<file path="src/rtl/uart_regs_pkg.sv">
package uart_regs_pkg;

  localparam int CTRL_W = 13;

  // control bits this block acts on
  localparam int CB_RX_EN = 0;
  localparam int CB_TX_EN = 1;
  localparam int CB_RX_IE = 2;
  localparam int CB_TX_IE = 3;

  // status bit positions
  localparam int SB_DREADY       = 0;
  localparam int SB_TSHIFT_EMPTY = 1;
  localparam int SB_TQUEUE_EMPTY = 2;
  localparam int SB_RX_HALF      = 8;
  localparam int SB_RX_FULL      = 10;

  localparam logic [7:0] OFS_DATA      = 8'h00;
  localparam logic [7:0] OFS_DATA_BYTE = 8'h03;
  localparam logic [7:0] OFS_STATUS    = 8'h04;
  localparam logic [7:0] OFS_CONTROL   = 8'h08;

  typedef enum logic [1:0] {
    SEL_DATA,
    SEL_STAT,
    SEL_CTRL,
    SEL_ZERO
  } reg_sel_e;

  // offset decode; the scaler and everything unmapped fall into SEL_ZERO
  function automatic reg_sel_e decode_offset(logic [7:0] ofs);
    reg_sel_e s;
    case (ofs)
      OFS_DATA, OFS_DATA_BYTE: s = SEL_DATA;
      OFS_STATUS:              s = SEL_STAT;
      OFS_CONTROL:             s = SEL_CTRL;
      default:                 s = SEL_ZERO;
    endcase
    return s;
  endfunction

  function automatic logic [31:0] status_word(int unsigned level, int unsigned depth);
    logic [31:0] s;
    s = '0;
    s[SB_DREADY]       = (level != 0);
    s[SB_TSHIFT_EMPTY] = 1'b1;
    s[SB_TQUEUE_EMPTY] = 1'b1;
    s[SB_RX_HALF]      = (level >= depth / 2);
    s[SB_RX_FULL]      = (level == depth);
    return s;
  endfunction

  function automatic logic [31:0] control_word(logic [CTRL_W-1:0] c, logic avail);
    return {avail, {(31 - CTRL_W){1'b0}}, c};
  endfunction

endpackage

</file>
<file path="src/rtl/uart_rx_fifo.sv">
module uart_rx_fifo #(
  parameter int DEPTH = 16,
  parameter int W     = 8,
  localparam int PTR_W = (DEPTH > 1) ? $clog2(DEPTH) : 1,
  localparam int CNT_W = $clog2(DEPTH + 1)
) (
  input  logic             clk,
  input  logic             rst_n,
  input  logic             push,
  input  logic [W-1:0]     din,
  input  logic             pop,
  output logic [W-1:0]     dout,
  output logic [CNT_W-1:0] level,
  output logic             full,
  output logic             empty
);

  logic [W-1:0]     mem [DEPTH];
  logic [PTR_W-1:0] wr_ptr, rd_ptr;
  logic [CNT_W-1:0] level_q;

  function automatic logic [PTR_W-1:0] bump(logic [PTR_W-1:0] p);
    return (p == PTR_W'(DEPTH - 1)) ? '0 : p + PTR_W'(1);
  endfunction

  assign level = level_q;
  assign full  = (level_q == CNT_W'(DEPTH));
  assign empty = (level_q == '0);
  assign dout  = empty ? '0 : mem[rd_ptr];

  always_ff @(posedge clk) begin
    if (push) mem[wr_ptr] <= din;
  end

  always_ff @(posedge clk) begin
    if (!rst_n) begin
      wr_ptr  <= '0;
      rd_ptr  <= '0;
      level_q <= '0;
    end else begin
      if (push) wr_ptr <= bump(wr_ptr);
      if (pop)  rd_ptr <= bump(rd_ptr);
      level_q <= level_q + CNT_W'(push) - CNT_W'(pop);
    end
  end

  assert_no_overflow_R11: assert property (@(posedge clk) disable iff (!rst_n)
    (level_q <= CNT_W'(DEPTH)) && !(push && full && !pop));

  assert_no_underflow_R5: assert property (@(posedge clk) disable iff (!rst_n)
    pop |-> !empty);

  assert_pop_shrinks_R4: assert property (@(posedge clk) disable iff (!rst_n)
    (pop && !push) |=> level_q == $past(level_q) - CNT_W'(1));

endmodule

</file>
<file path="src/rtl/uart_ctrl_reg.sv">
module uart_ctrl_reg #(
  parameter int W = 13
) (
  input  logic         clk,
  input  logic         rst_n,
  input  logic         wr_en,
  input  logic [W-1:0] wdata,
  output logic [W-1:0] ctrl_q
);

  always_ff @(posedge clk) begin
    if (!rst_n)     ctrl_q <= '0;
    else if (wr_en) ctrl_q <= wdata;
  end

  assert_ctrl_replace_R9: assert property (@(posedge clk) disable iff (!rst_n)
    wr_en |=> ctrl_q == $past(wdata));

  assert_ctrl_hold_R9: assert property (@(posedge clk) disable iff (!rst_n)
    !wr_en |=> $stable(ctrl_q));

endmodule

</file>
<file path="src/rtl/uart_irq_gen.sv">
module uart_irq_gen (
  input  logic clk,
  input  logic rst_n,
  input  logic rx_evt,
  input  logic tx_evt,
  input  logic rx_ie,
  input  logic tx_ie,
  output logic irq
);

  logic rx_fire, tx_fire;
  assign rx_fire = rx_evt && rx_ie;
  assign tx_fire = tx_evt && tx_ie;

  always_ff @(posedge clk) begin
    if (!rst_n) irq <= 1'b0;
    else        irq <= rx_fire || tx_fire;
  end

  assert_rx_pulse_R8: assert property (@(posedge clk) disable iff (!rst_n)
    rx_fire |=> irq);

  assert_tx_pulse_R8: assert property (@(posedge clk) disable iff (!rst_n)
    tx_fire |=> irq);

  assert_irq_cause_R8: assert property (@(posedge clk) disable iff (!rst_n)
    (!rx_fire && !tx_fire) |=> !irq);

endmodule

</file>
<file path="src/rtl/uart_apb_regs.sv">
module uart_apb_regs
  import uart_regs_pkg::*;
#(
  parameter int   RX_DEPTH   = 16,
  parameter int   ADDR_W     = 8,
  parameter int   BYTE_W     = 8,
  parameter logic FIFO_AVAIL = 1'b1,
  localparam int  CNT_W      = $clog2(RX_DEPTH + 1)
) (
  input  logic              clk,
  input  logic              rst_n,
  input  logic              psel,
  input  logic              penable,
  input  logic              pwrite,
  input  logic [ADDR_W-1:0] paddr,
  input  logic [31:0]       pwdata,
  output logic [31:0]       prdata,
  output logic              pready,
  output logic              pslverr,
  input  logic              rx_valid,
  input  logic [BYTE_W-1:0] rx_data,
  output logic              rx_ready,
  output logic              tx_valid,
  output logic [BYTE_W-1:0] tx_data,
  input  logic              tx_ready,
  output logic              irq
);

  // named internal events
  logic              access, rd_acc, wr_acc;
  logic [7:0]        ofs_low;
  reg_sel_e          sel;
  logic              data_rd, data_wr, ctrl_wr;
  logic              pop, rx_take, rx_store, tx_send;
  logic [CTRL_W-1:0] ctrl_q;
  logic [BYTE_W-1:0] fifo_dout;
  logic [CNT_W-1:0]  level;
  logic              fifo_full, fifo_empty;
  logic [31:0]       status_q;

  assign access  = psel && penable;
  assign rd_acc  = access && !pwrite;
  assign wr_acc  = access && pwrite;
  assign ofs_low = 8'(paddr);
  assign sel     = decode_offset(ofs_low);

  assign data_rd = rd_acc && (sel == SEL_DATA);
  assign data_wr = wr_acc && (sel == SEL_DATA);
  assign ctrl_wr = wr_acc && (sel == SEL_CTRL);

  assign pop      = data_rd && !fifo_empty;
  assign rx_ready = !fifo_full;
  assign rx_take  = rx_valid && rx_ready;
  assign rx_store = rx_take && ctrl_q[CB_RX_EN];

  assign tx_valid = data_wr && ctrl_q[CB_TX_EN];
  assign tx_data  = pwdata[BYTE_W-1:0];
  assign tx_send  = tx_valid && tx_ready;

  assign pready  = 1'b1;
  assign pslverr = 1'b0;

  assign status_q = status_word(32'(level), RX_DEPTH);

  uart_rx_fifo #(.DEPTH(RX_DEPTH), .W(BYTE_W)) rx_fifo_i (
    .clk   (clk),
    .rst_n (rst_n),
    .push  (rx_store),
    .din   (rx_data),
    .pop   (pop),
    .dout  (fifo_dout),
    .level (level),
    .full  (fifo_full),
    .empty (fifo_empty)
  );

  uart_ctrl_reg #(.W(CTRL_W)) ctrl_i (
    .clk    (clk),
    .rst_n  (rst_n),
    .wr_en  (ctrl_wr),
    .wdata  (pwdata[CTRL_W-1:0]),
    .ctrl_q (ctrl_q)
  );

  uart_irq_gen irq_i (
    .clk    (clk),
    .rst_n  (rst_n),
    .rx_evt (rx_store),
    .tx_evt (tx_send),
    .rx_ie  (ctrl_q[CB_RX_IE]),
    .tx_ie  (ctrl_q[CB_TX_IE]),
    .irq    (irq)
  );

  always_comb begin
    prdata = '0;
    if (rd_acc) begin
      case (sel)
        SEL_DATA: prdata = 32'(fifo_dout);
        SEL_STAT: prdata = status_q;
        SEL_CTRL: prdata = control_word(ctrl_q, FIFO_AVAIL);
        default:  prdata = '0;
      endcase
    end
  end

  logic unused_ok;
  assign unused_ok = ^{pwdata[31:CTRL_W], paddr};

  assert_setup_inert_R2: assert property (@(posedge clk) disable iff (!rst_n)
    (psel && !penable) |=> ($stable(ctrl_q) && $stable(level)));

  assert_rx_drop_R3: assert property (@(posedge clk) disable iff (!rst_n)
    (rx_valid && !ctrl_q[CB_RX_EN] && !pop) |=> level == $past(level));

  assert_empty_read_zero_R5: assert property (@(posedge clk) disable iff (!rst_n)
    (data_rd && fifo_empty) |-> (prdata == 32'h0));

  assert_tx_offsets_R6: assert property (@(posedge clk) disable iff (!rst_n)
    tx_valid |-> (ofs_low == OFS_DATA || ofs_low == OFS_DATA_BYTE));

  assert_zero_region_R10: assert property (@(posedge clk) disable iff (!rst_n)
    (wr_acc && sel == SEL_ZERO) |=> ($stable(ctrl_q) && $stable(level)));

endmodule

</file>
<file path="config.mk">
export PLATFORM = sky130hd
export DESIGN_NAME = uart_apb_regs
export DESIGN_NICKNAME = d
export VERILOG_FILES = /design/src/rtl/uart_regs_pkg.sv /design/src/rtl/uart_rx_fifo.sv /design/src/rtl/uart_ctrl_reg.sv /design/src/rtl/uart_irq_gen.sv /design/src/rtl/uart_apb_regs.sv
export SDC_FILE = /design/constraint.sdc
export NUM_CORES = 1
export LEC_CHECK = 0
export ABC_AREA = 0
export ABC_CLOCK_PERIOD_IN_PS = 3900
export CORE_UTILIZATION = 63
export DETAILED_ROUTE_END_ITERATION = 8
export DONT_BUFFER_PORTS = 1
export GPL_ROUTABILITY_DRIVEN = 0
export PLACE_DENSITY = 0.91
export SYNTH_ARGS = -nofsm -noshare
export SYNTH_HDL_FRONTEND = slang
export SYNTH_SLANG_ARGS = --single-unit
</file>
<file path="constraint.sdc">
create_clock -name clk -period 3.9 [get_ports clk]
set_input_delay 0.195 -clock clk [delete_from_list [all_inputs] [get_ports clk]]
set_output_delay 0.195 -clock clk [all_outputs]
set_load 0.005 [all_outputs]
</file>
Yosys cells after proc, flatten, opt, wreduce, memory -nomap -nowiden
Memory sizes are Yosys's and may differ from the RTL's. A register that Yosys moved wholly into a read port is not among the register bits.
Cells that the tools add are included.
- bits in registers: 27
- bits in latches: 0
- RAM bits: 128
- memory bits (read-only): 0
- input port bits: 55
- output and inout port bits: 45
- logic and storage cells: 51
- memories kept: 1
- memory list (memory ; depth ; width ; rd ports ; clocked after memory_dff ; write ports ; RTL line ; source):
    rx_fifo_i.mem ; 16 ; 8 ; 1 ; 1 ; 1 ; uart_rx_fifo.sv:18 ; logic [W-1:0] mem [DEPTH];
- add/subtract/negate cells: 4
- multiply operators: 0
- divide/modulo/power cells: 0
- $lt $le $gt $ge: 1
- equality and inequality tests: 8
- shift operators: 0
- muxes and demuxes: 10
- bitwise logic cells: 0
- reductions and logical operators: 22
- operators by type and width (operator ; count):
    one-hot mux 32 bit (3 select lines) ; 1
    two-way mux 32 bit ; 1
    two-way mux 4 bit ; 4
    logical AND 1 bit ; 13
    adder 4 x 1 -> 4 bit, second input constant ; 2
    == test 4 bit, second input constant ; 2
    == test 8 x 2 -> 1 bit, second input constant ; 1
    == test 8 x 3 -> 1 bit, second input constant ; 1
    == test 8 x 4 -> 1 bit, second input constant ; 1
    zero test 8 bit ; 1
    two-way mux 8 bit ; 1
    one-hot mux 2 bit (3 select lines) ; 1
    adder 5 x 1 -> 5 bit ; 1
    == test 5 bit, second input constant ; 1
    greater-or-equal comparator 5 x 4 -> 1 bit, second input constant ; 1
    zero test 5 bit ; 1
    nonzero test 5 bit ; 1
    subtractor 5 x 1 -> 5 bit ; 1
    zero test 1 bit ; 3
    == test 2 x 1 -> 1 bit, second input constant ; 1
    == test 2 bit, second input constant ; 1
    zero test 2 bit ; 1
    two-way mux 1 bit ; 2
    OR reduction 2 bit ; 1
    logical OR 1 bit ; 1

Longest topological paths before layout
- depth in word-level cells: 9
- depth in mapped cells: 15
- depth with buffers taken out: 13

Cells and area by module
A second synthesis with hierarchy kept.
- cells, all modules: 442
- area, all modules: 7066.8 µm²
- by module, submodules not included (module ; instances ; cells an instance ; area an instance (µm²) ; seq. area each (µm²)):
    uart_rx_fifo ; 1 ; 308 ; 5889.4 ; 4184.0
    uart_apb_regs ; 1 ; 89 ; 636.9 ; 0.0
    uart_ctrl_reg ; 1 ; 42 ; 506.7 ; 260.2
    uart_irq_gen ; 1 ; 3 ; 33.8 ; 20.0

Worst setup path after synthesis
No wires, ideal clock.
- path kind: in2reg
- start point: input port paddr[5]
- end point: register rx_fifo_i.level_q[4] (netlist: rx_fifo_i.level[4])
- library setup time: 122 ps
- data arrival time: 2879 ps
- required time: 3778 ps
- path slack: 899 ps
- stages on the path: 12
- buffers on the path: 1
- cells stage by stage: or4_4 -> or4b_4 -> buf_6 -> or3_1 -> nand2_1 -> ha_1 -> inv_1 -> fa_1 -> nand2b_1 -> a21oi_1 -> or3_1 -> a21oi_1
- longest elaborated chain between the ends: 7
- elaborated cells between the ends (all ways): 10
- those cells by class: 1 x add/sub; 3 x eq/ne; 1 x mux; 5 x reduce/logical
- ends and longest elaborated chain (what ; RTL line ; source):
    start, declared ; uart_apb_regs.sv:15 ; input logic [ADDR_W-1:0] paddr,
    == test 8 x 2 -> 1 bit or zero test 8 bit (tied branches) ; uart_regs_pkg.sv:33 ; case (ofs)
    OR reduction 2 bit ; uart_regs_pkg.sv:33 ;
    one-hot mux 2 bit (3 select lines) (*) ; uart_regs_pkg.sv:33 ;
    zero test 2 bit (*) ; uart_apb_regs.sv:47 ; assign data_rd = rd_acc && (sel == SEL_DATA);
    logical AND 1 bit (*) ; uart_apb_regs.sv:47 ;
    logical AND 1 bit (*) ; uart_apb_regs.sv:51 ; assign pop = data_rd && !fifo_empty;
    subtractor 5 x 1 -> 5 bit (*) ; uart_rx_fifo.sv:43 ; level_q <= level_q + CNT_W'(push) - CNT_W'(pop);
    end signal, assigned ; uart_rx_fifo.sv:43 ;
    end, declared ; uart_rx_fifo.sv:20 ; logic [CNT_W-1:0] level_q;
Mark *: on every way between the ends. The rest lies on a longest branch, timed or not.
A chain may end at the register's enable or synchronous reset.

==> results by group <==
Synth
  • Netlist Area Pre-Place: 6770 um2
  • Synth area leader: edfxtp_1
  • Seq/Total Area, Yosys: 0.660
  • Synth Warn #: 0
  • Most instantiated cells after synthesis: edfxtp_1, nor2_1, mux4_2
  • Most instantiated library cell after synthesis: edfxtp_1
  • EDFF count, synth: 128
  • Synth area leaders: edfxtp_1, mux4_2, dfxtp_1
  • Syn Area/Cell: 15.3 um2
  • Synth async-reset ratio: 0
  • Synth Instances: 441
  • Number of synthesized register bits: 159
  • Post-synthesis cell type count: 46
  • Ys flop type: edfxtp_1
  • Post-synth top area share: 0.568

Worst setup path
  • Worst reg2reg path startpoint: rx_fifo_i.level[3]
  • Crit path DAT: 2.99 ns
  • Delay-heaviest family, CP: flip-flops
  • CP bufs+invs: 1
  • Critical Path RT: 3.70 ns
  • Reg-to-reg endpoint: rx_fifo_i.level[4]
  • Reg-to-reg setup timing slack: 0.75 ns
  • Critical-path cell list: buf_4 > mux4_2 > a22oi_1 > nand2_1 > a22o_1
  • Reg2reg path depth: 13
  • Crit path max fanout: 20
  • Critical Path Max Stage Delay: 0.81 ns
  • Worst setup SP type: register
  • Setup Crit Path Kind: register to output pin
  • Worst path slowest cell: dfxtp_2
  • Crit end category: output pin

Global routing
  • Initial antenna violation count: 0
  • Vias in the first global route: 4054
  • Largest net degree at the start of global routing: 33
  • First-pass GRT wire length: 22.9 mm
  • Gr ovfl total: 0
  • GRT Overall Usage: 0.293

Place
  • Placed cell count: 553
  • Post-DP HPWL: 8.83 mm
  • Place WS: 0.756 ns
  • Area after DPL: 6760 um2
  • I/O Buffers: 0

STA
  • Final hold slack: 0.0521 ns
  • Max Freq: 314 MHz
  • RSZ-0062 raised after global routing: no
  • Setup WS post-layout: 0.719 ns
  • Final Hold Viols: 0
  • Slew Viols, Final: 0
  • Final setup fails: 0
  • Worst-margin pin slew: 1.14 ns
  • Worst Skew: 0.00915 ns
  • Setup TNS: 0 ns
  • Final cycle utilization of the critical path: 0.816
  • Slew margin rel.: 0.232
  • Post-layout min period: 3.18 ns

Final layout
  • Share of layout cells above drive strength 1: 0.165
  • Nets: 528
  • Area growth from synthesis to layout: 11.6%
  • Finished Layout Cells: 609
  • Fin area: 7550 um2
  • Final Core Density: 0.728
  • Fillers: 558
  • Antenna fix cells: 0

Floorplan
  • DIE HEIGHT: 106 um
  • Die area: 11200 um2
  • # IOs: 100
  • Initial Utilization: 0.653
  • Die Wd: 106 um
  • # rows: 37
  • Core ar.: 10400 um2

Min path
  • Min-delay worst type: primary input to register
  • Worst Hold End: rx_fifo_i.rd_ptr[1]
  • WHS Path Cells: 4
  • Hold path start: paddr[2]

Clocking
  • Root Buffer: clkbuf_8
  • TritonCTS buffer count: 17
  • Clk_lat worst skew: 0.54 ns
  • Bufs on Longest Clock Path: 2
  • CTS tree: built
  • Post-CTS sizing: 0
  • H-tree Lvls: 4
  • # clock sinks: 159
  • Clock transition at path regs: 0.06 ns
  • Setup Buffers After CTS: 0

Routing
  • ANT nets after route: 0
  • Via Count: 4060
  • DRC: 0
  • WL final: 15.4 mm
  • Vias per cell: 6.67
  • DR pass1 iterations: 6
  • Routed wire per std cell: 25.3 um
  • 1st-iter DRT viols: 552

Power and ir drop
  • Final Power: 3.45 mW
  • VDD IR max: 0.000384 V
  • Leakage power: 2.43 nW
  • Cell Pwr Density: 457 nW/um2

Run status
  • Status: complete, no violations

Job
  • Max Cap Viol: 0
-- routing by layer --
metal	part of all wire	vias to the layer above	wire, um	GRT usage
li1	-	1677	-	-
met1	0.35	1988	5440	0.343
met2	0.50	333	7760	0.494
met3	0.095	62	1460	0.0748
met4	0.048	0	737	0.161
met5	0	-	0	0
-- power breakdown --
group	internal (mW)	switching, mW
Clock	0.858	0.707
Combinational	0.0203	0.0367
Sequential	1.83	0.0000470
Total	2.71	0.744
-- placed cells by master, fill, tap and decap left out, types with 2 or more instances in the layout --
master / netlist / routed
a22o_1: 10 / 10
a31oi_1: 2 / 2
or2_2: 2 / 2
inv_1: 10 / 10
dlygate4sd3_1: 0 / 24
inv_8: 0 / 2
nor2b_1: 4 / 4
xor2_1: 3 / 3
or4_4: 2 / 2
conb_1: 2 / 20
clkbuf_16: 0 / 16
dfxtp_1: 31 / 30
inv_6: 0 / 4
o21a_1: 2 / 2
o21ai_0: 4 / 4
edfxtp_1: 128 / 128
or3_1: 3 / 3
clkinv_1: 1 / 3
nand2b_1: 4 / 4
a21oi_1: 21 / 21
a22oi_1: 10 / 10
mux2i_1: 13 / 13
and2_1: 7 / 7
ha_1: 12 / 12
o221a_2: 2 / 2
mux4_2: 32 / 32
nor4b_1: 2 / 2
nand3_1: 5 / 5
nor2_1: 42 / 42
o22ai_1: 3 / 3
clkinvlp_4: 0 / 3
nor3_1: 5 / 5
nand2_1: 18 / 18
buf_4: 28 / 6
-- how the worst max path moves through the flow --
stage,cells after the start,start,end,slack [ns]
2_1_floorplan,12,paddr[5],rx_fifo_i.level[4],0.90
3_3_place_gp,11,paddr[5],rx_fifo_i.level[4],0.81
3_5_place_dp,11,paddr[5],rx_fifo_i.level[4],0.76
4_1_cts,5,register,prdata[6],0.69
5_1_grt,5,register,prdata[6],0.56
6_report,5,register,prdata[4],0.72
-- worst min-delay path: stages --
cell	delay [ns]
nor2_1	0.02
nor4b_1	0.15
nand3_1	0.10
a21oi_1	0.06
-- cells by family (layout without fill, tap and decap cells) --
group,after synthesis,count (layout),synth area share
flip-flops,159,159,0.660
AND/OR/NAND/NOR,102,102,0.0771
buffers and inverters,59,73,0.0501
AO/OA/AOI/OAI,57,57,0.0562
multiplexers,45,45,0.126
adder cells (fa/ha/maj),13,13,0.0251
XOR/XNOR,4,4,0.00518
other,2,20,0.00111
-- area by class of cell --
class	instances	area (um2)	area share
Clock buffer	18	418	0.0553
Sequential cell	159	4470	0.591
Multi-Input combinational cell	241	2040	0.270
Inverter	11	41.3	0.00547
Timing Repair Buffer	30	285	0.0378
Clock inverter	14	131	0.0174
Tap cell	136	170	0.0225
-- registers in the layout, summed over array words and instances, names as in the netlist, named ones only --
| name | count |
|---|---|
| rx_fifo_i.level | 5 |
| rx_fifo_i.mem | 128 |
| rx_fifo_i.rd_ptr | 4 |
| irq_i.irq | 1 |
| ctrl_i.ctrl_q | 13 |
| rx_fifo_i.wr_ptr | 4 |
-- timing repair --
action / 4_1_cts / 5_1_grt
endpoints found under the setup margin: 0 / 0
endpoints found under the hold margin: 150 / 0
hold buffers: 24 / 0
(Power assumes the default switching activity.)
